### src/rtl/bpc_pkg.sv
package bpc_pkg;
  localparam int CFG_W = 7;

  typedef enum logic [1:0] {
    GRAN_WORD = 2'b00,
    GRAN_HALF = 2'b01,
    GRAN_BYTE = 2'b10,
    GRAN_ALL  = 2'b11
  } gran_e;

  typedef struct packed {
    logic  flag_latch;
    logic  gen_en;
    gran_e gen_gran;
    gran_e chk_gran;
    logic  even;
  } cfg_t;
endpackage

### src/rtl/bpc_gran_mask.sv
module bpc_gran_mask
  import bpc_pkg::*;
#(
  parameter int BYTES = 4
) (
  input  gran_e             gran_i,
  output logic [BYTES-1:0]  mask_o
);
  localparam int HALF = (BYTES / 2 > 0) ? BYTES / 2 : 1;

  for (genvar i = 0; i < BYTES; i++) begin : g_lane
    always_comb begin
      unique case (gran_i)
        GRAN_HALF: mask_o[i] = (i < HALF);
        GRAN_BYTE: mask_o[i] = (i == 0);
        default:   mask_o[i] = 1'b1;
      endcase
    end
  end
endmodule

### src/rtl/bpc_cfg_reg.sv
module bpc_cfg_reg
  import bpc_pkg::*;
(
  input  logic             clk_i,
  input  logic             rst_ni,
  input  logic             we_i,
  input  logic [CFG_W-1:0] wdata_i,
  output cfg_t             cfg_o
);
  cfg_t cfg_q;

  always_ff @(posedge clk_i or negedge rst_ni) begin
    if (!rst_ni)   cfg_q <= '0;
    else if (we_i) cfg_q <= cfg_t'(wdata_i);
  end

  assign cfg_o = cfg_q;

  a_r2_cfg_hold: assert property (@(posedge clk_i) disable iff (!rst_ni)
    !we_i |=> $stable(cfg_q));
endmodule

### src/rtl/bpc_lane.sv
module bpc_lane #(
  parameter int BYTE_W = 9
) (
  input  logic [BYTE_W-1:0] byte_i,
  input  logic              even_i,
  input  logic              chk_i,
  input  logic              gen_i,
  output logic [BYTE_W-1:0] byte_o,
  output logic              bad_o
);
  localparam int PAY_W = BYTE_W - 1;

  logic [PAY_W-1:0] pay;
  logic             pay_par;
  logic             full_par;

  assign pay      = byte_i[PAY_W-1:0];
  assign pay_par  = ^pay;
  assign full_par = pay_par ^ byte_i[BYTE_W-1];

  // odd sense wants full_par=1, even wants 0
  assign bad_o  = chk_i & (full_par == even_i);
  assign byte_o = gen_i ? {pay_par ^ ~even_i, pay} : byte_i;
endmodule

### src/rtl/bpc_err_flag.sv
module bpc_err_flag (
  input  logic clk_i,
  input  logic rst_ni,
  input  logic valid_i,
  input  logic err_i,
  input  logic latch_i,
  input  logic clr_i,
  output logic perr_o
);
  logic hit;
  logic perr_q;

  assign hit = valid_i & err_i;

  always_ff @(posedge clk_i or negedge rst_ni) begin
    if (!rst_ni)      perr_q <= 1'b0;
    else if (clr_i)   perr_q <= hit;
    else if (latch_i) perr_q <= perr_q | hit;
    else if (valid_i) perr_q <= err_i;
  end

  assign perr_o = perr_q;

  a_r10_latch_hold: assert property (@(posedge clk_i) disable iff (!rst_ni)
    (perr_o && latch_i && !clr_i) |=> perr_o);
  a_r9_idle_hold: assert property (@(posedge clk_i) disable iff (!rst_ni)
    (!valid_i && !clr_i) |=> $stable(perr_o));
  a_r11_clear: assert property (@(posedge clk_i) disable iff (!rst_ni)
    (clr_i && !(valid_i && err_i)) |=> !perr_o);
endmodule

### src/rtl/byte_parity_unit.sv
module byte_parity_unit
  import bpc_pkg::*;
#(
  parameter int BYTES  = 4,
  parameter int BYTE_W = 9
) (
  input  logic                    clk_i,
  input  logic                    rst_ni,
  input  logic                    cfg_we_i,
  input  logic [CFG_W-1:0]        cfg_wdata_i,
  output logic [CFG_W-1:0]        cfg_rdata_o,
  input  logic                    valid_i,
  input  logic [BYTES*BYTE_W-1:0] word_i,
  output logic                    valid_o,
  output logic [BYTES*BYTE_W-1:0] word_o,
  output logic                    perr_o
);
  localparam int WORD_W = BYTES * BYTE_W;
  localparam int PAY_W  = BYTE_W - 1;

  cfg_t              cfg;
  logic [BYTES-1:0]  chk_mask;
  logic [BYTES-1:0]  gen_mask;
  logic [BYTES-1:0]  bad;
  logic [WORD_W-1:0] word_d;
  logic [WORD_W-1:0] word_q;
  logic              valid_q;

  bpc_cfg_reg u_cfg (
    .clk_i  (clk_i),
    .rst_ni (rst_ni),
    .we_i   (cfg_we_i),
    .wdata_i(cfg_wdata_i),
    .cfg_o  (cfg)
  );

  assign cfg_rdata_o = cfg;

  bpc_gran_mask #(.BYTES(BYTES)) u_chk_mask (.gran_i(cfg.chk_gran), .mask_o(chk_mask));
  bpc_gran_mask #(.BYTES(BYTES)) u_gen_mask (.gran_i(cfg.gen_gran), .mask_o(gen_mask));

  for (genvar i = 0; i < BYTES; i++) begin : g_lane
    bpc_lane #(.BYTE_W(BYTE_W)) u_lane (
      .byte_i(word_i[i*BYTE_W +: BYTE_W]),
      .even_i(cfg.even),
      .chk_i (chk_mask[i]),
      .gen_i (cfg.gen_en & gen_mask[i]),
      .byte_o(word_d[i*BYTE_W +: BYTE_W]),
      .bad_o (bad[i])
    );

    a_r6_payload_pass: assert property (@(posedge clk_i) disable iff (!rst_ni)
      valid_i |=> word_o[i*BYTE_W +: PAY_W] == $past(word_i[i*BYTE_W +: PAY_W]));
    a_r5_gen_sense: assert property (@(posedge clk_i) disable iff (!rst_ni)
      (valid_i && cfg.gen_en && gen_mask[i])
        |=> ((^word_o[i*BYTE_W +: BYTE_W]) != $past(cfg.even)));
  end

  always_ff @(posedge clk_i or negedge rst_ni) begin
    if (!rst_ni) begin
      valid_q <= 1'b0;
      word_q  <= '0;
    end else begin
      valid_q <= valid_i;
      if (valid_i) word_q <= word_d;
    end
  end

  assign valid_o = valid_q;
  assign word_o  = word_q;

  bpc_err_flag u_flag (
    .clk_i  (clk_i),
    .rst_ni (rst_ni),
    .valid_i(valid_i),
    .err_i  (|bad),
    .latch_i(cfg.flag_latch),
    .clr_i  (cfg_we_i),
    .perr_o (perr_o)
  );

  a_r7_valid_follow: assert property (@(posedge clk_i) disable iff (!rst_ni)
    valid_i |=> valid_o);
  a_r7_idle_hold: assert property (@(posedge clk_i) disable iff (!rst_ni)
    !valid_i |=> (!valid_o && $stable(word_o)));
endmodule

### config.mk
export PLATFORM = sky130hd
export DESIGN_NAME = byte_parity_unit
export DESIGN_NICKNAME = d
export VERILOG_FILES = /design/src/rtl/bpc_pkg.sv /design/src/rtl/bpc_gran_mask.sv /design/src/rtl/bpc_cfg_reg.sv /design/src/rtl/bpc_lane.sv /design/src/rtl/bpc_err_flag.sv /design/src/rtl/byte_parity_unit.sv
export SDC_FILE = /design/constraint.sdc
export NUM_CORES = 1
export LEC_CHECK = 0
export BUFFER_PORTS_ARGS = -buffer_cell sky130_fd_sc_hd__buf_4
export CORE_AREA = 2 2 57 100
export DETAILED_ROUTE_END_ITERATION = 10
export DIE_AREA = 0 0 59 102
export GPL_ROUTABILITY_DRIVEN = 0
export PLACE_DENSITY = 0.74
export SLEW_MARGIN = 25
export SYNTH_ARGS = -nofsm -noshare
export SYNTH_HDL_FRONTEND = slang
export SYNTH_SLANG_ARGS = --single-unit
export TNS_END_PERCENT = 1
### constraint.sdc
create_clock -name clk_i -period 1.61 [get_ports clk_i]
set_input_delay 0.322 -clock clk_i [delete_from_list [all_inputs] [get_ports clk_i]]
set_output_delay 0.322 -clock clk_i [all_outputs]
set_load 0.01 [all_outputs]
Yosys cells after proc, flatten, opt, wreduce, memory -nomap -nowiden
Cells that the tools add are included.
- bits in registers: 45
- input bits: 47
- eq/ne operators: 8
- multiplexer cells: 11
- bitwise operators: 16
- reductions and logical operators: 8
- operator list (cell ; number):
    9-bit two-way mux ; 4
    8-bit XOR reduction ; 4
    1-bit XOR ; 8
    1-bit two-way mux ; 7
    1-bit AND ; 6
    1-bit == test ; 4
    2-bit by 1-bit == test with 1-bit output, second input constant ; 2
    2-bit == test, second input constant ; 2
    2-bit OR reduction ; 2
    4-bit OR reduction ; 1
    3-bit nonzero test ; 1
    1-bit NOT ; 1
    1-bit OR ; 1

Depth between registers and ports, before layout
Gate-level depths: netlist of the first run.
- word-level depth: 9
- mapped depth: 6
- mapped depth without buffers: 6

By module
A second synthesis of the first run with hierarchy kept.
- cells, all modules: 185
- area, all modules: 2667.6 sq um
- by module, submodules not included (module ; times used ; cells an instance ; area an instance (sq um)):
    byte_parity_unit ; 1 ; 82 ; 1547.7
    bpc_lane ; 4 ; 18 ; 176.4
    bpc_cfg_reg ; 1 ; 15 ; 291.5
    bpc_gran_mask ; 2 ; 6 ; 38.8
    bpc_err_flag ; 1 ; 4 ; 45.0

Worst setup path before layout of the first run
Ideal clock, no wire load.
- path type: register -> register
- start point: register u_cfg.cfg_q (netlist bit u_cfg.cfg_o[0])
- end point: register u_flag.perr_q, in the netlist u_flag.perr_o
- library setup time: 0.121 ns
- data arrival time: 1.422 ns
- required time: 1.489 ns
- setup slack: 0.067 ns
- stages on the path, launching flop included: 6
- clock period less this slack: 1.543 ns
- cells stage by stage: dfrtp_1 > xnor3_1 > xnor2_1 > xnor2_1 > o211ai_2 > o22a_1
- cells in the longest elaborated chain, start to end: 7
- elaborated cells on any way between the ends: 13
- RTL lines (item ; line ; RTL):
    start, declared ; bpc_cfg_reg.sv:10 ; cfg_t cfg_q;
    start signal, assigned ; bpc_cfg_reg.sv:14 ; else if (we_i) cfg_q <= cfg_t'(wdata_i);
    1-bit == test ; bpc_lane.sv:22 ; assign bad_o = chk_i & (full_par == even_i);
    1-bit AND ; bpc_lane.sv:22 ;
    4-bit OR reduction * ; byte_parity_unit.sv:76 ; .err_i (|bad),
    1-bit AND ; bpc_err_flag.sv:13 ; assign hit = valid_i & err_i;
    1-bit OR ; bpc_err_flag.sv:18 ; else if (latch_i) perr_q <= perr_q | hit;
    1-bit two-way mux ; bpc_err_flag.sv:18 ;
    1-bit two-way mux * ; bpc_err_flag.sv:17 ; else if (clr_i) perr_q <= hit;
    end signal, assigned ; bpc_err_flag.sv:17 ;
    end signal, assigned ; bpc_err_flag.sv:18 ;
    end signal, assigned ; bpc_err_flag.sv:19 ; else if (valid_i) perr_q <= err_i;
    end, declared ; bpc_err_flag.sv:11 ; logic perr_q;
Every way passes the cells marked *; elsewhere a longest branch is shown, timed or not. The select of a mux whose other input is x is not followed.
A chain may end at the register's enable or synchronous reset.

Final worst setup path of the first run
Ends and elaborated chain as after synthesis.

==> results of run 1 <==
-- routing by layer --
metal,vias up,share of wire
met5,-,0
met4,0,0.024
met3,11,0.044
met2,54,0.55
met1,744,0.38
li1,704,-
-- flip-flops by register name (all words and copies together), names as in the netlist --
name and flops:
u_cfg.cfg_o 7, u_flag.perr_o 1, word_o 36, valid_o 1
-- cell usage in the layout (no fill, tap or decap), types with 4 or more instances in the layout --
| cell type | instances |
|---|---|
| dfrtp_1 | 44 |
| xnor2_1 | 15 |
| xnor2_2 | 4 |
| mux2_2 | 37 |
| o21ai_0 | 5 |
| buf_4 | 95 |
| xnor3_2 | 4 |
| inv_1 | 6 |
| xnor3_1 | 4 |
| xor2_1 | 5 |
| clkbuf_8 | 6 |
-- worst max-delay path, cell delays in order, from the launching register on --
cell and delay [ns]:
dfrtp_2 0.43, xnor3_2 0.48, xnor2_1 0.19, xnor2_1 0.13, a21boi_1 0.08, o22a_1 0.15
-- power groups by stage --
stage               Sequential (mW)  Clock (mW)  Combinational [mW]
global placement               1.36           0               0.952
finish                         1.34       0.695               0.968
floorplan                      1.41           0               0.488
detailed placement             1.36           0               0.960
global route                   1.36       0.759                1.06
CTS                            1.34       0.722               0.979
-- repair_timing --
item / in CTS / in global routing
gates cloned: 0 / 0
gates resized for setup: 3 / 1
hold buffers: 0 / 0
setup buffers: 0 / 2
pin swaps: 2 / 1
setup endpoints to repair: 2 / 1
endpoints found under the hold margin: 0 / 0
-- area by class of cell --
class / instances / area [um2] / area share
clock buffer: 7 / 86.33 / 0.02829
inverter: 6 / 22.52 / 0.007380
multi-input combinational: 94 / 1013 / 0.3321
sequential: 45 / 1127 / 0.3694
tap: 55 / 68.82 / 0.02255
timing repair buffer: 96 / 733.2 / 0.2403
-- final timing paths --
path | slack [ns] | cells after the start | from | to
max in group asynchronous | 1.17 | 1 | rst_ni | u_cfg.cfg_o[0]
min in group clk_i | 0.24 | 3 | cfg_wdata_i[3] | u_cfg.cfg_o[3]
min | 0.01 | 1 | rst_ni | word_o[6]
min reg2reg | 0.51 | 1 | word_o[24] | word_o[24]
max reg2reg | 0.05 | 5 | u_cfg.cfg_o[0] | u_flag.perr_o
max | 0.05 | 5 | u_cfg.cfg_o[0] | u_flag.perr_o
-- stage by stage --
stage / worst slack (ns) / util / instances / TNS [ns] / total power, mW
finish: 0.04845 / 0.5906 / 303 / 0 / 3.004
CTS: 0.004308 / 0.5874 / 301 / 0 / 3.044
floorplan: 0.06702 / - / 154 / 0 / 1.900
detailed placement: -0.1110 / 0.5676 / 294 / -0.1423 / 2.323
global route: -0.04644 / 0.5906 / 303 / -0.04644 / 3.178
global placement: -0.09838 / 0.5676 / 294 / -0.1001 / 2.312
-- cells by family (layout without fill, tap and decap cells) --
logic type	after synthesis	after routing	share of synthesized area
buffers and inverters	15	109	0.03084
flip-flops	45	45	0.5140
AND/OR/NAND/NOR	9	9	0.02113
adder cells (fa/ha/maj)	2	2	0.01142
AO/OA/AOI/OAI	12	12	0.03655
multiplexers	39	39	0.1993
XOR/XNOR	32	32	0.1867
==> summary.md, run 1 <==
| Metric | Value |
|---|---|
| Req. time, crit path | 1.79 ns |
| GR peak layer | met2 |
| First-pass GRT wire length | 7251 um |
| Distinct cell type count after synthesis | 25 |
| Crit-path max FO | 6 |
| CP Launch Type | flop |
| Synth Cell Area | 2191 um2 |
| Post-Syn Area per Cell | 14.23 um2 |
| HP Class | in -> async |
| Top FF cell, synth | dfrtp_1 |
| Setup violations, final | 0 |
| DR iter-0 viols | 14 |
| Largest cells by area after synthesis | dfrtp_1, mux2_2, xnor2_1 |
| # IOs | 92 |
| Global Route Usage Sum | 0.1610 |
| Sequential area share after synthesis | 0.5140 |
| Fin Hold WS | 0.01432 ns |
| H-tree depth | 2 |
| Slew Viols, Final | 0 |
| Met1 Usage GRT | 0.1840 |
| Pin count of the biggest net entering global routing | 46 |
| RSZ-0062 raised after global routing | yes |
| Sw Share | 0.2739 |
| Placed inst area | 2933 um2 |
| Least-Margin Pin Slew | 0.5776 ns |
| Inserted Diodes | 0 |
| Post-synth top area share | 0.5140 |
| #FFs+latches synth | 45 |
| Sequential group share of total power | 0.446 |
| Area Growth Syn to Fin | 39.29% |
| I/O Buffers | 91 |
| Die W | 59 um |
| DRC violations left | 0 |
| Vias post-DR | 1513 |
| # fillers | 440 |
| WP data arrival | 1.74 ns |
| Met3 Resource Use GR | 0.03291 |
| CP endpoint kind | flop |
| Ys async rst share | 1.000 |
| Final nets | 297 |
| Yosys top cell by area | dfrtp_1 |
| Met2 usage in global routing | 0.2821 |
| Combinational power share | 0.322 |
| Post-route clock period utilization | 0.9699 |
| Fin crit period | 1.562 ns |
| Clock Pin Slew Worst Setup and Hold Paths | 0.08 ns |
| YS warnings | 0 |
| TritonCTS Buffers | 5 |
| Hold Violations, Final | 0 |
| Antenna violation net count after detailed routing | 0 |
| Clock buffer depth | 2 |
| CTS tree | built |
| Syn Nets | 203 |
| Vias per cell | 4.993 |
| Core area | 5167 um2 |
| Clock latency on the worst-skew pair | 0.29 ns |
| Final HPWL DP | 3496 um |
| Gate count after technology mapping | 154 |
| Leak pwr | 1.487 nW |
| Worst vdd ir | 747.2 uV |
| Worst slew margin | 0.6149 |
| Post-synth EDFFs | 0 |
| WL/cell | 15.02 um |
| Internal power | 2.181 mW |
| Clock power share | 0.231 |
| Count leader, synth | dfrtp_1 |
| Sw power | 822.8 uW |
| PwrDens | 984.2 nW/um2 |
| Initial DRT Pass Iterations | 3 |
| Initial antenna violation count | 0 |
| Status | completed |
| Root Buffer | clkbuf_8 |
| Vias in the first global route | 1593 |
| Final wirelength | 4552 um |
| Worst Setup Path Type | reg -> reg |
| Clock Skew | 0.003359 ns |
| Post-route design area | 3052 um2 |
| Die Y | 102 um |
| Die footprint | 6018 um2 |
| Rows | 35 |
| Sinks on the clock net | 45 |
| Commonest cells in the netlist | dfrtp_1, mux2_2, xnor2_1 |
| GRT Residual Overflow | 0 |
| Initial core utilization | 0.4240 |
| Fmax | 640.4 MHz |
| Max-cap violations | 0 |
| Layout cells sized above 1 | 0.6008 |
No activity file was read; power rests on OpenSTA's default activity.
==> inputs of run 2 (changes only) <==
- PLACE_DENSITY: 0.74 -> 0.79
==> run 2 against run 1 <==
  * Maximum frequency up 0.77%
  * Power rose by 6.3%
  * Register-to-register slack is essentially flat
  * Sequential power about the same
  * Clock power is 26% higher
  * Worst setup slack better by 0.012 ns
  * Count of clock-buffer cells in the layout is the same
  * Non-clock buffer count grew 1
  * Flip-flop and latch count is the same
  * Die area is the same
  * Hold slack gained 0.013 ns
==> summary.md, run 2 (synthesis results as in run 1) <==
| Metric | Value |
|---|---|
| Slew Viols, Final | 0 (unchanged) |
| # fillers | 450 (was 440) |
| Initial antenna violation count | 0 (unchanged) |
| CP top delay family | XOR/XNOR gates (unchanged) |
| WL/cell | 15.65 um (was 15.02 um) |
| GRT Residual Overflow | 0 (unchanged) |
| Hold buffer count at cts | 0 (unchanged) |
| Clock Skew | 0.004912 ns (was 0.003359 ns) |
| R2R Setup Slk | 0.06 ns (was 0.05 ns) |
| Final core utilization | 0.5978 (was 0.5906) |
| Critical path cell sequence | buf_4 -> xnor3_2 -> xnor2_2 -> xnor2_2 -> o211ai_2 -> o22a_1 (was xnor3_2 -> xnor2_1 -> xnor2_1 -> a21boi_1 -> o22a_1) |
| Clock Pin Slew Worst Setup and Hold Paths | 0.08 ns (about the same) |
| CP endpoint kind | flop (unchanged) |
| RSZ-0062 raised after global routing | no (was yes) |
| Vias post-DR | 1497 (was 1513) |
| Area Growth Syn to Fin | 41.01% (was 39.29%) |
| Post-route clock period utilization | 0.9625 (was 0.9699) |
| CP peak stage delay | 0.46 ns (was 0.48 ns) |
| Clock buffer depth | 2 (unchanged) |
| Crit-path max FO | 5 (was 6) |
| Final wirelength | 4772 um (was 4552 um) |
| Initial DRT Pass Iterations | 4 (was 3) |
| Hold Violations, Final | 0 (unchanged) |
| Buffers plus inverters on the worst setup path | 1 (was 0) |
| Vias per cell | 4.908 (was 4.993) |
| Most common cell after layout, fill and taps aside | buf_4 (unchanged) |
| CTS tree | built (unchanged) |
| Sinks on the clock net | 45 (unchanged) |
| Storage element area | 1127 um2 (unchanged) |
| Die footprint | 6018 um2 (unchanged) |
| Most frequent CP cell | xnor2_2 (was xnor2_1) |
| Rows | 35 (unchanged) |
| Least-Margin Pin Slew | 0.5739 ns (was 0.5776 ns) |
| Commonest non-fill, non-tap cells in the layout | buf_4, dfrtp_1, mux2_2 (unchanged) |
| Worst slew margin | 0.6174 (was 0.6149) |
| Global Route Usage Sum | 0.1695 (was 0.1610) |
| Worst Setup Path Type | reg -> reg (unchanged) |
| PnR Total Power | 3.193 mW (was 3.004 mW) |
| Final nets | 298 (was 297) |
| PwrDens | 1033 nW/um2 (was 984.2 nW/um2) |
| Status | completed (unchanged) |
| Worst vdd ir | 696.7 uV (was 747.2 uV) |
| Setup violations, final | 0 (unchanged) |
| Core area | 5167 um2 (unchanged) |
| # IOs | 92 (unchanged) |
| Die W | 59 um (unchanged) |
| Fin crit period | 1.550 ns (was 1.562 ns) |
| H-tree depth | 2 (unchanged) |
| Clock latency on the worst-skew pair | 0.29 ns (about the same) |
| TritonCTS Buffers | 5 (unchanged) |
| Reg-to-reg startpoint | u_cfg.cfg_o[0] (unchanged) |
| Leak pwr | 1.506 nW (was 1.487 nW) |
| Final setup TNS | 0 ns (unchanged) |
| Antenna violation net count after detailed routing | 0 (unchanged) |
| First-pass GRT wire length | 7638 um (was 7251 um) |
| R2R depth | 6 (was 5) |
| Fmax | 645.3 MHz (was 640.4 MHz) |
| Reg2reg end | u_flag.perr_o (unchanged) |
| Req. time, crit path | 1.79 ns (about the same) |
| Inserted Diodes | 0 (unchanged) |
| Initial core utilization | 0.4240 (unchanged) |
| CP Launch Type | flop (unchanged) |
| WP data arrival | 1.73 ns (was 1.74 ns) |
| Root Buffer | clkbuf_8 (unchanged) |
| Max-cap violations | 0 (unchanged) |
| Final HPWL DP | 3682 um (was 3496 um) |
| I/O Buffers | 91 (unchanged) |
| HP Class | in -> async (unchanged) |
| Vias in the first global route | 1602 (was 1593) |
| Pin count of the biggest net entering global routing | 46 (unchanged) |
| Multi-input gate area | 1013 um2 (unchanged) |
| Layout cells sized above 1 | 0.6040 (was 0.6008) |
| Max FFs per register | 36 (unchanged) |
| Die Y | 102 um (unchanged) |
| DRC violations left | 0 (unchanged) |
| DR iter-0 viols | 26 (was 14) |
| CP max stage cell | dfrtp_2 (was xnor3_2) |
==> run 2: changes by cell type in the layout (fill, tap and decap cells not counted) <==
| cell | previous run | this run |
|---|---|---|
| bufinv_16 | 0 | 1 |
| buf_4 | 95 | 96 |
==> run 2: area by class of cell <==
| cell class | count | area share |
|---|---|---|
| sequential | 45 | 0.3649 |
| multi-input combinational | 94 | 0.3281 |
| timing repair buffer | 97 | 0.2398 |
| clock buffer | 7 | 0.02795 |
| tap | 55 | 0.02228 |
| clock inverter | 1 | 0.009721 |
| inverter | 6 | 0.007290 |
==> run 2: power breakdown <==
group          switching, mW  internal, mW
Clock                  0.368         0.506
Combinational          0.392         0.584
Sequential            0.0822          1.26
Total                  0.842          2.35
==> run 2: routing by layer <==
metal,vias to the layer above,wire [um],track usage
met5,-,0,0
met4,0,82,0.06818
li1,708,-,-
met3,5,174,0.02658
met1,741,1666,0.1926
met2,43,2849,0.3077
==> run 2: per-stage QoR <==
step | cells | worst slack (ns) | hold WS, ns | cell area (um2)
CTS | 304 | 0.007918 | 0.04476 | 3065
floorplan | 154 | 0.06702 | 0.02641 | 2191
global placement | 295 | -0.1199 | 0.3565 | 2940
finish | 305 | 0.06037 | 0.02702 | 3089
global route | 305 | 0.0004144 | 0.07177 | 3089
detailed placement | 295 | -0.1232 | 0.3640 | 2940
==> run 2: worst max-delay path by stage <==
stage | cells past startpoint | endpoint | slack [ns] | start
6_report | 6 | u_flag.perr_o | 0.06 | u_cfg.cfg_o[0]
5_1_grt | 6 | u_flag.perr_o | 0.0004 | u_cfg.cfg_o[0]
4_1_cts | 5 | u_flag.perr_o | 0.008 | u_cfg.cfg_o[0]
3_5_place_dp | 6 | u_flag.perr_o | -0.12 | word_i[5]
3_3_place_gp | 6 | u_flag.perr_o | -0.12 | word_i[5]
2_1_floorplan | 5 | u_flag.perr_o | 0.07 | u_cfg.cfg_o[0]
==> run 2: what timing repair did <==
item | 4_1_cts | 5_1_grt
buffers inserted | 1 | 1
pin swaps | 2 | 2
hold endpoints to repair | 0 | 0
gates resized for setup | 1 | 3
setup endpoints to repair | 3 | 1
